==> config.mk <==
export PLATFORM = sky130hd
export DESIGN_NAME = brcond_unit
export DESIGN_NICKNAME = d
export VERILOG_FILES = /design/src/rtl/brcond_pkg.sv /design/src/rtl/brcond_eval.sv /design/src/rtl/brcond_target.sv /design/src/rtl/brcond_unit.sv
export SDC_FILE = /design/constraint.sdc
export NUM_CORES = 1
export LEC_CHECK = 0
export CAP_MARGIN = 30
export CORE_MARGIN = 2
export CORE_UTILIZATION = 40
export CTS_CLUSTER_DIAMETER = 100
export DETAILED_ROUTE_END_ITERATION = 10
export PLACE_DENSITY = 0.66
export SYNTH_ARGS = -nofsm -noshare
export SYNTH_HDL_FRONTEND = slang
export SYNTH_HIERARCHICAL = 1
export SYNTH_SLANG_ARGS = --single-unit
export TNS_END_PERCENT = 1
==> constraint.sdc <==
create_clock -name clk -period 7.8 [get_ports clk]
set_clock_uncertainty 0.1 [all_clocks]
set_input_delay 1.95 -clock clk [delete_from_list [all_inputs] [get_ports clk]]
set_output_delay 1.95 -clock clk [all_outputs]
set_load 0.005 [all_outputs]
==> src/rtl/brcond_pkg.sv <==
package brcond_pkg;

  localparam int CYC_W = 2;

  // status bit positions the signed classes rely on
  localparam int SR_NEG_BIT = 2;
  localparam int SR_OVF_BIT = 3;

  typedef enum logic [2:0] {
    BC_SEQ    = 3'd0,
    BC_IF_SET = 3'd1,
    BC_IF_CLR = 3'd2,
    BC_SGE    = 3'd3,
    BC_SLT    = 3'd4,
    BC_SKIP   = 3'd5
  } bc_op_e;

endpackage

==> src/rtl/brcond_eval.sv <==
module brcond_eval
  import brcond_pkg::*;
#(
  parameter int SR_W = 8,
  localparam int IDX_W = $clog2(SR_W)
) (
  input  logic [2:0]       op_class,
  input  logic [SR_W-1:0]  status,
  input  logic [IDX_W-1:0] flag_idx,
  input  logic             skip_hit,
  output logic             take
);

  logic sel_bit;
  logic signed_lt;

  assign sel_bit   = status[flag_idx];
  assign signed_lt = status[SR_NEG_BIT] ^ status[SR_OVF_BIT];

  always_comb begin
    case (op_class)
      BC_IF_SET: take = sel_bit;
      BC_IF_CLR: take = ~sel_bit;
      BC_SGE:    take = ~signed_lt;
      BC_SLT:    take = signed_lt;
      BC_SKIP:   take = skip_hit;
      default:   take = 1'b0;
    endcase
  end

endmodule

==> src/rtl/brcond_target.sv <==
module brcond_target
  import brcond_pkg::*;
#(
  parameter int PC_W  = 16,
  parameter int OFS_W = 7
) (
  input  logic [2:0]       op_class,
  input  logic             take,
  input  logic [PC_W-1:0]  pc,
  input  logic [OFS_W-1:0] offset,
  input  logic             next_is_two_word,
  output logic [PC_W-1:0]  next_pc,
  output logic [CYC_W-1:0] cycles
);

  localparam logic [PC_W-1:0] PC_ONE   = PC_W'(1);
  localparam logic [PC_W-1:0] PC_TWO   = PC_W'(2);
  localparam logic [PC_W-1:0] PC_THREE = PC_W'(3);

  logic [PC_W-1:0] ofs_ext;
  logic [PC_W-1:0] seq_pc;
  logic [PC_W-1:0] branch_pc;
  logic [PC_W-1:0] skip_pc;
  logic            is_branch;

  generate
    if (OFS_W < PC_W) begin : g_sext
      assign ofs_ext = {{(PC_W-OFS_W){offset[OFS_W-1]}}, offset};
    end else begin : g_trunc
      assign ofs_ext = offset[PC_W-1:0];
    end
  endgenerate

  // both candidates computed in parallel; take only steers the mux
  assign seq_pc    = pc + PC_ONE;
  assign branch_pc = seq_pc + ofs_ext;
  assign skip_pc   = pc + (next_is_two_word ? PC_THREE : PC_TWO);

  assign is_branch = (op_class == BC_IF_SET) || (op_class == BC_IF_CLR) ||
                     (op_class == BC_SGE)    || (op_class == BC_SLT);

  always_comb begin
    next_pc = seq_pc;
    cycles  = CYC_W'(1);
    if (take) begin
      if (is_branch) begin
        next_pc = branch_pc;
        cycles  = CYC_W'(2);
      end else if (op_class == BC_SKIP) begin
        next_pc = skip_pc;
        cycles  = next_is_two_word ? CYC_W'(3) : CYC_W'(2);
      end
    end
  end

endmodule

==> src/rtl/brcond_unit.sv <==
module brcond_unit
  import brcond_pkg::*;
#(
  parameter int PC_W  = 16,
  parameter int OFS_W = 7,
  parameter int SR_W  = 8,
  localparam int IDX_W = $clog2(SR_W)
) (
  input  logic             clk,
  input  logic             rst,
  input  logic             in_valid,
  input  logic [2:0]       op_class,
  input  logic [SR_W-1:0]  status,
  input  logic [IDX_W-1:0] flag_idx,
  input  logic [OFS_W-1:0] offset,
  input  logic [PC_W-1:0]  pc,
  input  logic             skip_hit,
  input  logic             next_is_two_word,
  output logic             out_valid,
  output logic             redirect,
  output logic [PC_W-1:0]  next_pc,
  output logic [1:0]       cycles
);

  logic             take_c;
  logic [PC_W-1:0]  npc_c;
  logic [CYC_W-1:0] cyc_c;

  brcond_eval #(.SR_W(SR_W)) u_eval (
    .op_class (op_class),
    .status   (status),
    .flag_idx (flag_idx),
    .skip_hit (skip_hit),
    .take     (take_c)
  );

  brcond_target #(.PC_W(PC_W), .OFS_W(OFS_W)) u_target (
    .op_class         (op_class),
    .take             (take_c),
    .pc               (pc),
    .offset           (offset),
    .next_is_two_word (next_is_two_word),
    .next_pc          (npc_c),
    .cycles           (cyc_c)
  );

  always_ff @(posedge clk) begin
    if (rst) begin
      out_valid <= 1'b0;
      redirect  <= 1'b0;
      next_pc   <= '0;
      cycles    <= '0;
    end else begin
      out_valid <= in_valid;
      if (in_valid) begin
        redirect <= take_c;
        next_pc  <= npc_c;
        cycles   <= cyc_c;
      end
    end
  end

endmodule

==> reports/metrics.yaml <==
setup_path:
  setup.worst_path.start_class: "input pin"
  endpoint_kind: "register"
  crit_arrival_ns: 5.51
  launch_point_of_the_critical_path: "pc[0]"
  crit_path_max_fanout: 10
  worst_setup_path_endpoint: "next_pc[14]"
  worstReg2RegStart: "next_pc[7]"
  ff2ff_setup_slack_ns: 7.06
  path_class: "input pin to register"
  reg2reg_to: "next_pc[7]"
  cp.required_ns: 7.89
  reg2reg_depth: 2
finish:
  antenna_cells_inserted: 0
  sequential_cell_area_um2: 400
  postLayoutCoreUtil_pct: 52.3
  syn2layout_area_growth_pct: 25.1
  multi_input_gate_area_mm2: 0.00215
  drive_above_1_share_pct: 5.81
  nFillCells: 635
  finalNetCount: 462
power_and_ir_drop:
  cellInternalPower_uw: 259
  power.combinational.fraction_pct: 52.5
  power_density_mw_per_mm2: 122
  swShare_pct: 36.9
  netSwitchingPower_uw: 151
  pwr-share-seq_pct: 28.6
  ir_worst_vdd_v: 0.000140
  power.clock.fraction_pct: 18.9
  total_leakage_power_nw: 1.38
synthesis:
  synth_area_per_cell_um2: 7.70
  synthFlopType: "sky130_fd_sc_hd__dfxtp_1"
  ys_warn_count: 6
  leading_cell_type_by_number_of_instances_after_synthesis: "sky130_fd_sc_hd__nor2_1"
  post_synth_num_cell_types: 60
  synth_fp_nets: 416
  synth_seq_cells: 20
  yosys.area.top_type: "sky130_fd_sc_hd__dfxtp_1"
  ys_top_cells_by_area: "sky130_fd_sc_hd__dfxtp_1 (15%), sky130_fd_sc_hd__ha_1 (10%), sky130_fd_sc_hd__mux2i_1 (7.8%)"
  synth.top_cell.area_share_pct: 14.8
  postSynth.asyncResetShare_pct: 0
  synth-seq-area-share_pct: 14.8
  post_synth_instance_area_mm2: 0.00270
  synth_edf_count: 0
  netlist_top_cells_count: "sky130_fd_sc_hd__nor2_1 (39), sky130_fd_sc_hd__a21oi_1 (26), sky130_fd_sc_hd__o21ai_0 (23), sky130_fd_sc_hd__ha_1 (22)"
  number_of_cells_produced_by_synthesis: 351
global_routing:
  antenna_found_initial: 0
  first_global_vias: 2490
  grt_max_degree: 22
  grt_first_pass_wirelength_um: 12100
  grt_overflow_total: 0
  global_route.usage.total_pct: 20.1
route:
  detail_route.wl_per_cell_um: 15.8
  drt-vias-per-instance: 5.80
  vias: 2743
  drt_pass1_iterations: 4
  post_drt_antenna_nets: 0
  total_drc_errors_in_the_routed_layout: 0
  postRouteWirelength_um: 7490
  drt-initial-drc-count: 194
timing:
  worst_hold_slack_ns: 0.393
  setup_violations: 0
  slew_viol_final: 0
  layout_min_cycle_time_ns: 5.43
  max_freq_ghz: 0.184
  max_slew_margin_pct: 54.0
  setup_total_negative_slack_ns: 0
  part_of_the_cycle_the_worst_path_needs_pct: 69.6
  worst_pin_slew_ns: 0.689
  finalHoldViolations: 0
  grt_setup_unrepaired: "false"
die:
  floorplan.die.width_um: 86.2
  io_pins: 62
  floorplan.die_area_mm2: 0.00743
  initial_utilization_pct: 41.8
  placement_rows: 29
  dieHeight_um: 86.2
  core_area_mm2: 0.00646
clock_network:
  post_cts_resize_count: 0
  cts.root.buffer_cell: "sky130_fd_sc_hd__clkbuf_8"
  hold_buffers: 0
  tritoncts: "done"
  clk_latency_ns: 0.26
  cts.path.max_buffers: 2
  post-cts-setup-buffer-count: 0
  numCtsBuffers: 3
  clkSinkCount: 20
  h_tree_depth: 1
  cts.reportedPaths.clkPinSlew_ns: 0.07
place:
  portBuffers: 61
  dp_hpwl_um: 5980
  globalplace.congestion: 0.876
run_status:
  outcome: "finished, final reports clean"
flow_run:
  maxCapViolations: 0
worst_hold_path:
  worst_hold_path_type: "register to register"
flip-flops by register name, indices dropped and copies added, names as in the netlist:
| name | count |
|---|---|
| redirect | 1 |
| cycles | 2 |
| next_pc | 16 |
| out_valid | 1 |
cell type report:
cell class | instances | share of cell area [%]
tap | 77 | 2.85
inverter | 11 | 1.22
multi-input combinational | 297 | 63.5
clock buffer | 4 | 1.63
sequential | 20 | 11.8
timing repair buffer | 64 | 19.0
cell usage in the layout (no fill, tap or decap), types with 5 or more instances in the layout:
cell type and n:
sky130_fd_sc_hd__nor2_1 39, sky130_fd_sc_hd__xnor2_1 14, sky130_fd_sc_hd__mux2i_1 21, sky130_fd_sc_hd__clkdlybuf4s50_1 61
sky130_fd_sc_hd__o22ai_1 7, sky130_fd_sc_hd__o21ai_0 23, sky130_fd_sc_hd__nand3_1 14, sky130_fd_sc_hd__a21o_1 9
sky130_fd_sc_hd__a21oi_1 26, sky130_fd_sc_hd__or3_1 5, sky130_fd_sc_hd__ha_1 22, sky130_fd_sc_hd__nand2_1 21
sky130_fd_sc_hd__nand4_1 6, sky130_fd_sc_hd__xor2_1 16, sky130_fd_sc_hd__inv_1 10, sky130_fd_sc_hd__dfxtp_1 20
worst min path at each step:
stage	start	to	slack [ns]	cells after the start
floorplan	cycles[0]	cycles[0]	0.38	2
global placement	next_pc[1]	next_pc[1]	0.37	2
detailed placement	next_pc[1]	next_pc[1]	0.38	2
CTS	next_pc[1]	next_pc[1]	0.40	2
global route	next_pc[2]	next_pc[2]	0.43	2
finish	next_pc[1]	next_pc[1]	0.39	2
power by group through the flow:
| stage | clock, mW | combinational, mW | sequential [mW] |
|---|---|---|---|
| 2_1_floorplan | 0 | 0.132 | 0.120 |
| 3_3_place_gp | 0 | 0.212 | 0.120 |
| 3_5_place_dp | 0 | 0.212 | 0.119 |
| 4_1_cts | 0.0801 | 0.214 | 0.118 |
| 5_1_grt | 0.0826 | 0.238 | 0.119 |
| 6_report | 0.0776 | 0.216 | 0.117 |
logic make-up (layout without fill, tap and decap cells):
family,Yosys count,in the layout,synth area share [%]
xor+xnor,30,30,9.73
flops,20,20,14.8
buf+inv,34,79,5.74
fa+ha+maj,23,23,10.9
simple gates,114,114,22.7
compound gates,102,102,24.2
mux,28,28,11.8
metrics by stage:
stage	setup slack (ns)	instance area, um^2	power [mW]	instances
detailed placement	2.17	3320	0.332	469
floorplan	3.19	2700	0.252	351
global route	2.16	3380	0.439	473
finish	2.37	3380	0.411	473
CTS	2.42	3380	0.412	473
global placement	2.16	3310	0.331	468
routing by layer:
| metal | track usage [%] | part of all wire (%) |
|---|---|---|
| met1 | 28.9 | 48 |
| met2 | 32.7 | 46 |
| met3 | 1.52 | 5.6 |
| met4 | 4.83 | 0.81 |
| met5 | 0 | 0 |
worst max-delay path, cell delays in order:
cell and delay (ns):
sky130_fd_sc_hd__clkdlybuf4s50_1 0.63, sky130_fd_sc_hd__nand4_2 0.20, sky130_fd_sc_hd__or2_2 0.42, sky130_fd_sc_hd__nor2_1 0.19, sky130_fd_sc_hd__xor2_1 0.32, sky130_fd_sc_hd__ha_1 0.37, sky130_fd_sc_hd__and2_1 0.22, sky130_fd_sc_hd__a211o_1 0.26
sky130_fd_sc_hd__o211ai_1 0.10, sky130_fd_sc_hd__a21oi_1 0.10, sky130_fd_sc_hd__o21a_1 0.19, sky130_fd_sc_hd__o31ai_1 0.34, sky130_fd_sc_hd__mux2i_1 0.13, sky130_fd_sc_hd__nor2_1 0.10
(Power assumes the default switching activity.)
